**config.mk**
```make
export PLATFORM = sky130hd
export DESIGN_NAME = gd_rx_filter
export DESIGN_NICKNAME = d
export VERILOG_FILES = /design/src/rtl/gd_rx_pkg.sv /design/src/rtl/gd_fifo_store.sv /design/src/rtl/gd_run_scan.sv /design/src/rtl/gd_irq_enc.sv /design/src/rtl/gd_rx_filter.sv
export SDC_FILE = /design/constraint.sdc
export NUM_CORES = 2
export LEC_CHECK = 0
export ABC_AREA = 1
export ABC_CLOCK_PERIOD_IN_PS = 17100
export CAP_MARGIN = 20
export CELL_PAD_IN_SITES_DETAIL_PLACEMENT = 0
export CELL_PAD_IN_SITES_GLOBAL_PLACEMENT = 1
export CORE_UTILIZATION = 30
export DETAILED_ROUTE_END_ITERATION = 10
export GPL_ROUTABILITY_DRIVEN = 1
export GPL_TIMING_DRIVEN = 1
export PLACE_DENSITY = 0.64
export SETUP_SLACK_MARGIN = 0.1
export SYNTH_ARGS = -nofsm -noshare
export SYNTH_HDL_FRONTEND = slang
export SYNTH_SLANG_ARGS = --single-unit
export TNS_END_PERCENT = 1
```
**constraint.sdc**
```tcl
create_clock -name clk -period 17.1 [get_ports clk]
set_input_delay 1.71 -clock clk [delete_from_list [all_inputs] [get_ports clk]]
set_output_delay 1.71 -clock clk [all_outputs]
set_load 0.01 [all_outputs]
```
**src/rtl/gd_rx_pkg.sv**
```systemverilog
package gd_rx_pkg;
    // Error indications that travel with a received byte
    typedef struct packed {
        logic brk;
        logic frm;
        logic par;
    } rx_err_t;

    // Interrupt identification codes
    localparam logic [7:0] IID_NONE = 8'h01;
    localparam logic [7:0] IID_RDA  = 8'h04;
    localparam logic [7:0] IID_LS   = 8'h06;
    localparam logic [7:0] IID_GD   = 8'h1C;
endpackage

```
**src/rtl/gd_fifo_store.sv**
```systemverilog
// Circular byte queue with one error tag per entry.
// Shows the head entry before it is read, and gives every entry's tag
// rotated so that index 0 is the head. DEPTH must be a power of two.
// The caller never pushes when full and never pops when empty.
module gd_fifo_store #(
    parameter int DEPTH = 128,
    parameter int DW    = 8,
    localparam int AW   = $clog2(DEPTH),
    localparam int OW   = $clog2(DEPTH + 1)
) (
    input  logic             clk,
    input  logic             rst_n,
    input  logic             push,
    input  logic             pop,
    input  logic [DW-1:0]    wdata,
    input  logic             werr,
    output logic [DW-1:0]    rdata,
    output logic             rerr,
    output logic [OW-1:0]    occ,
    output logic [DEPTH-1:0] err_rot
);
    logic [DW-1:0]    mem_d [DEPTH];
    logic [DEPTH-1:0] mem_e;
    logic [AW-1:0]    wp, rp;

    // Store the byte and its tag at the write pointer
    always_ff @(posedge clk) begin
        if (push) begin
            mem_d[wp] <= wdata;
            mem_e[wp] <= werr;
        end
    end

    // Advance the pointers and track occupancy
    always_ff @(posedge clk) begin
        if (!rst_n) begin
            wp  <= '0;
            rp  <= '0;
            occ <= '0;
        end else begin
            if (push) wp <= wp + AW'(1);
            if (pop)  rp <= rp + AW'(1);
            occ <= occ + OW'(push) - OW'(pop);
        end
    end

    assign rdata = mem_d[rp];
    assign rerr  = mem_e[rp];

    // Tags seen from the head: bit i belongs to the i-th entry after the head
    for (genvar i = 0; i < DEPTH; i++) begin : g_rot
        assign err_rot[i] = mem_e[rp + AW'(i)];
    end
endmodule

```
**src/rtl/gd_run_scan.sv**
```systemverilog
// Finds the first errored entry after the head, counted in positions from
// the head. Returns occ when no such entry exists among the valid ones.
// Used to rebuild the clean count after an errored head is read.
module gd_run_scan #(
    parameter int DEPTH = 128,
    localparam int OW   = $clog2(DEPTH + 1)
) (
    input  logic [DEPTH-1:0] err_rot,
    input  logic [OW-1:0]    occ,
    output logic [OW-1:0]    first_bad
);
    // Priority search from the far end so the nearest errored entry wins
    always_comb begin
        first_bad = occ;
        for (int j = DEPTH - 1; j >= 1; j--) begin
            if ((OW'(j) < occ) && err_rot[j]) first_bad = OW'(j);
        end
    end
endmodule

```
**src/rtl/gd_irq_enc.sv**
```systemverilog
// Turns the three pending conditions into one identification code with a
// fixed priority: line status, then good data, then data available.
module gd_irq_enc
    import gd_rx_pkg::*;
(
    input  logic       ls_pend,
    input  logic       gd_pend,
    input  logic       rda_pend,
    output logic       irq,
    output logic [7:0] irq_id
);
    // Select the highest-priority pending source
    always_comb begin
        if (ls_pend)       irq_id = IID_LS;
        else if (gd_pend)  irq_id = IID_GD;
        else if (rda_pend) irq_id = IID_RDA;
        else               irq_id = IID_NONE;
    end

    assign irq = ls_pend | gd_pend | rda_pend;
endmodule

```
**src/rtl/gd_rx_filter.sv**
```systemverilog
// Good-data receive filter: tags received bytes with an error flag, queues
// them, and keeps the length of the clean run at the head of the queue.
// The run is updated step by step on writes and reads. It is rebuilt by a
// search only when an errored head leaves. Assumes DEPTH is a power of two.
module gd_rx_filter
    import gd_rx_pkg::*;
#(
    parameter int DEPTH = 128,
    parameter int CNT_W = 7,
    localparam int OW   = $clog2(DEPTH + 1),
    localparam int CAP  = (1 << CNT_W) - 1
) (
    input  logic       clk,
    input  logic       rst_n,
    input  logic       rx_valid,
    input  logic [7:0] rx_data,
    input  logic       rx_par_err,
    input  logic       rx_frm_err,
    input  logic       rx_brk,
    input  logic       rd_en,
    input  logic       gd_mode_en,
    input  logic       gd_only_en,
    input  logic       ier_rda_en,
    input  logic       ier_ls_en,
    input  logic       ier_gd_en,
    output logic [7:0] rd_data,
    output logic       rd_err,
    output logic       rd_empty,
    output logic [7:0] gdl,
    output logic       lsr_rx_err,
    output logic       overrun,
    output logic [7:0] irq_id,
    output logic       irq
);
    rx_err_t          flags;
    logic             any_err, drop, full, push, pop, push_good, head_bad;
    logic [OW-1:0]    occ, first_bad, run, run_n, bad_cnt;
    logic [DEPTH-1:0] err_rot;

    assign flags     = '{brk: rx_brk, frm: rx_frm_err, par: rx_par_err};
    assign any_err   = |flags;
    assign drop      = rx_valid & any_err & gd_mode_en & gd_only_en;
    assign full      = (occ == OW'(DEPTH));
    assign push      = rx_valid & ~drop & ~full;
    assign pop       = rd_en & (occ != '0);
    assign push_good = push & ~any_err;
    assign head_bad  = pop & rd_err;
    assign rd_empty  = (occ == '0);

    gd_fifo_store #(.DEPTH(DEPTH), .DW(8)) u_store (
        .clk(clk), .rst_n(rst_n), .push(push), .pop(pop),
        .wdata(rx_data), .werr(any_err), .rdata(rd_data), .rerr(rd_err),
        .occ(occ), .err_rot(err_rot)
    );

    gd_run_scan #(.DEPTH(DEPTH)) u_scan (
        .err_rot(err_rot), .occ(occ), .first_bad(first_bad)
    );

    // Next clean-run length for this cycle's write and read
    always_comb begin
        if (head_bad)
            run_n = first_bad - OW'(1) + OW'(push_good && (first_bad == occ));
        else if (pop)
            run_n = run - OW'(1) + OW'(push_good && (bad_cnt == '0));
        else
            run_n = run + OW'(push_good && (bad_cnt == '0));
    end

    // Register the clean run and the count of errored entries
    always_ff @(posedge clk) begin
        if (!rst_n) begin
            run     <= '0;
            bad_cnt <= '0;
        end else begin
            run     <= run_n;
            bad_cnt <= bad_cnt + OW'(push & any_err) - OW'(head_bad);
        end
    end

    // Sticky overrun: set by a lost byte, cleared by a read that removes one
    always_ff @(posedge clk) begin
        if (!rst_n)                     overrun <= 1'b0;
        else if (rx_valid & ~drop & full) overrun <= 1'b1;
        else if (pop)                   overrun <= 1'b0;
    end

    assign lsr_rx_err = (bad_cnt != '0);
    assign gdl = gd_mode_en
               ? {lsr_rx_err, (run > OW'(CAP)) ? CNT_W'(CAP) : run[CNT_W-1:0]}
               : 8'h00;

    gd_irq_enc u_irq (
        .ls_pend (ier_ls_en & (overrun | (~rd_empty & rd_err))),
        .gd_pend (gd_mode_en & ier_gd_en & (run != '0)),
        .rda_pend(~gd_mode_en & ier_rda_en & ~rd_empty),
        .irq     (irq),
        .irq_id  (irq_id)
    );
endmodule

```
==> out/results.env <==
RUN_STATUS='finished, final reports clean'
ROWS=166
CLKLATENCYLATEPIN_NS=0.81
CORE-AREA_UM2=205000
NUMBER_OF_ENABLE_TYPE_REGISTER_CELLS_IN_THE_SYNTHESIZED_NETLIST=1152
POST_CTS_RESIZE_COUNT=0
SYNTH_SEQ_AREA_SHARE_PCT=57.1
VDD_DROP_MAX_V=0.000120
TOTAL_LEAKAGE_POWER_nW=25.4
POSTLAYOUTCOREUTIL_PCT=34.1
DRT_FIRST_ITER_VIOLATIONS=5825
POST_SYNTH_NUM_CELL_TYPES=62
ROUTE.DETAILED.DRC=0
TIMING_HOLD_VIOLATIONS_FINAL=0
DETAILEDPLACEMENTHPWL_UM=173000
WORST-PATH-MAX-FANOUT=37
HTREE_NUM_LEVELS=4
ROUTED_WIRELENGTH_UM=243000
SYN_AREA_PER_CELL_UM2=9.27
AREA_GROWTH_PCT=12.6
FMAXACHIEVABLE_GHz=0.0763
CRITICAL-PATH-MAX-STAGE-DELAY_NS=0.60
YOSYS_WARNINGS=0
SYNTH_ASYNC_SR_FLOP_SHARE_PCT=0
CRIT_REQUIRED_NS=17.77
GRT_SETUP_UNREPAIRED='no'
YOSYS_MOST_USED_DFF='edfxtp_1'
WORSTSETUPSTARTPOINTTYPE='flip-flop'
CTS_TREE='done'
PORT_BUFFERS=45
FINALNETCOUNT=6747
FLOORPLAN.DIE_AREA_UM2=209000
GRT_MAX_DEGREE=127
GRT_ANTENNA_BEFORE_REPAIR=4
POST-SYNTH-TOP-AREA-FRACTION_PCT=55.6
FIN_TNS_SETUP_NS=0
SYNTHDOMINANTAREACELLTYPE='edfxtp_1'
CRIT_PATH_TOP_DELAY_CELL='dfxtp_4'
DIE_W_UM=457
BOUNDARYPINS=49
SYNTHESIS.AREA_UM2=62200
SETUP.WORST_PATH.CLASS='flip-flop to flip-flop'
START_UTIL_PCT=30.3
YOSYS_REGISTER_BITS=1198
NUMBER_OF_GLOBAL_ROUTE_VIAS_BEFORE_REPAIR=47600
CHIPHEIGHT_UM=457
DRT-WIRELENGTH-PER-CELL_UM=25.7
WORST_PIN_SLEW_NS=1.19
MAX_CAP_VIOLATIONS=0
WORST_SETUP_HOLD_PATH_CLK_SLEW_NS=0.06
GLOBAL_ROUTE.OVERFLOW_TOTAL=0
ROUTED-VIA-COUNT=51700
POST_CTS_SETUP_BUFS=0
GLOBAL_ROUTE_WIRE_LENGTH_BEFORE_REPAIR_UM=347000
SETUP.WORST_PATH.END_CLASS='flip-flop'
SYNTHESIS.INSTANCES=6708
FINCLKSKEW_NS=0.0619
TIMING.SLEW.HEADROOM_PCT=20.5
GLOBAL_ROUTE_TOTAL_USAGE_ACROSS_EVERY_LAYER_PCT=22.7
SLEW_VIOLATIONS=0
CTS.SINKS=1198
TRITONCTS.NUM_BUFFERS=132
HOLDBUFCOUNTCTS=0
PLACE_CONGESTION=1.00
POWER.DENSITY_nW_PER_UM2=174
YS_TOP_CELLS_BY_AREA='edfxtp_1, nand2_1, o21ai_0'
POST_DRT_VIA_CELL_RATIO=5.47
SETUP_VIOL=0
DRT_PRE_ANTENNA_ITERS=6
FIN_CRIT_SH_PCT=76.7
CTS_ROOT_BUFFER='clkbuf_16'
FINALCRITICALPERIOD_NS=13.11
MIN-DELAY-PATH-CLASS='flip-flop to flip-flop'
FINAL_LAYOUT_SIZE_SUFFIX_GT1_SHARE_PCT=6.47
CPMOSTUSEDCELL='nand2_1'
CRITPATHARRIVALTIME_NS=13.79
CTS_BUFFER_DEPTH=3
ANT_NETS=0
[layout make-up]
type,instances,area [um^2]
diodes,5,12.5
multi-input cells,4750,23700
inverters,376,1440
fillers,20900,135000
clock buffers,164,3440
flip-flops and latches,1198,35500
well taps,2688,3360
repair buffers,208,1810
clock inverters,71,754
[worst max-delay path, delay by kind of cell (launching register included)]
| kind | cells | cell delay, ns |
|---|---|---|
| compound gates | 5 | 0.94 |
| simple gates | 131 | 9.50 |
| fa+ha+maj | 3 | 0.62 |
| buf+inv | 6 | 1.27 |
| flops | 1 | 0.60 |
[flip-flops by register name (all words and copies together) (netlist names), named ones only]
register	count
u_store.mem_d	1024
bad_cnt	8
u_store.wp	7
u_store.rp	7
u_store.mem_e	128
overrun	1
u_store.occ	8
run	8
[power breakdown]
group          total [mW]  internal, mW  switching, mW
sequential           3.32          3.25         0.0676
clock                2.78          1.57           1.21
combinational        6.08          1.59           4.49
total                12.2          6.41           5.77
[metal layers]
layer  global-route usage [%]  part of all wire, %  up-vias
met5                        0                    0        -
met1                     32.1                   45    25700
li1                         -                    -    23800
met4                     6.58                  3.0        0
met2                     35.9                   45     1947
met3                     2.99                  6.5      326
[layout by cell type, fill, tap and decap left out, drive strengths merged, types with 5 or more instances in the layout]
master         Yosys  routed
diode              0       5
a22oi             18      18
o21bai             6       6
a21oi            146     146
nor3              22      22
a31oi             38      38
o211ai            45      45
nor4              14      14
o2111ai           46      46
o21a              26      26
or2               26      26
o32ai              7       7
inv              360     367
edfxtp          1152    1152
mux2i             60      60
xor2             108     108
nor2             938     938
bufinv             0       8
nand2           1194    1194
o22ai            260     260
clkinv            16      71
o311ai            11      11
clkdlybuf4s50      0      37
o21ai            975     975
nand4             16      16
buf               96     166
nand3            643     643
xnor2              5       5
ha                59      59
o221ai            56      56
a32oi              8       8
dfxtp             46      46
clkbuf           290     169
[cell usage after synthesis (all sizes together) (5+ instances only)]
master,instances
nand2,1194
edfxtp,1152
o21ai,975
nor2,938
nand3,643
inv,360
clkbuf,290
o22ai,260
a21oi,146
xor2,108
buf,96
mux2i,60
ha,59
o221ai,56
dfxtp,46
o2111ai,46
o211ai,45
a31oi,38
o21a,26
or2,26
nor3,22
a22oi,18
clkinv,16
nand4,16
nor4,14
o311ai,11
a32oi,8
o32ai,7
o21bai,6
xnor2,5
[cells by family after synthesis]
kind of cell	Yosys count	synth area share (%)
adders and majority gates	61	1.25
and+or+nand+nor	2858	18.9
AOI/OAI and AO/OA	1655	15.2
other	1	0.00603
muxes	60	0.966
xor gates and xnor gates	113	1.69
buffers and inverters	762	4.91
DFF	1198	57.1
[through the flow]
stage	hold slack (ns)	std cells	worst slack, ns	total power [mW]	instance area (um^2)
finish	0.494	9460	3.99	12.2	70000
global route	0.545	9456	2.57	12.8	70000
CTS	0.499	9441	4.20	12.1	69900
detailed placement	0.494	9206	4.27	9.35	65700
global placement	0.484	9193	3.58	9.36	65500
floorplan	0.486	6710	7.42	6.94	62200
[final timing paths]
kind	start	to	slack, ns	cells after the start
max	u_store.rp[0]	run[6]	3.99	145
min	overrun	overrun	0.49	2
max reg2reg	u_store.rp[0]	run[6]	3.99	145
min reg2reg	overrun	overrun	0.49	2
Note: power is estimated with default switching activity, not from simulation.
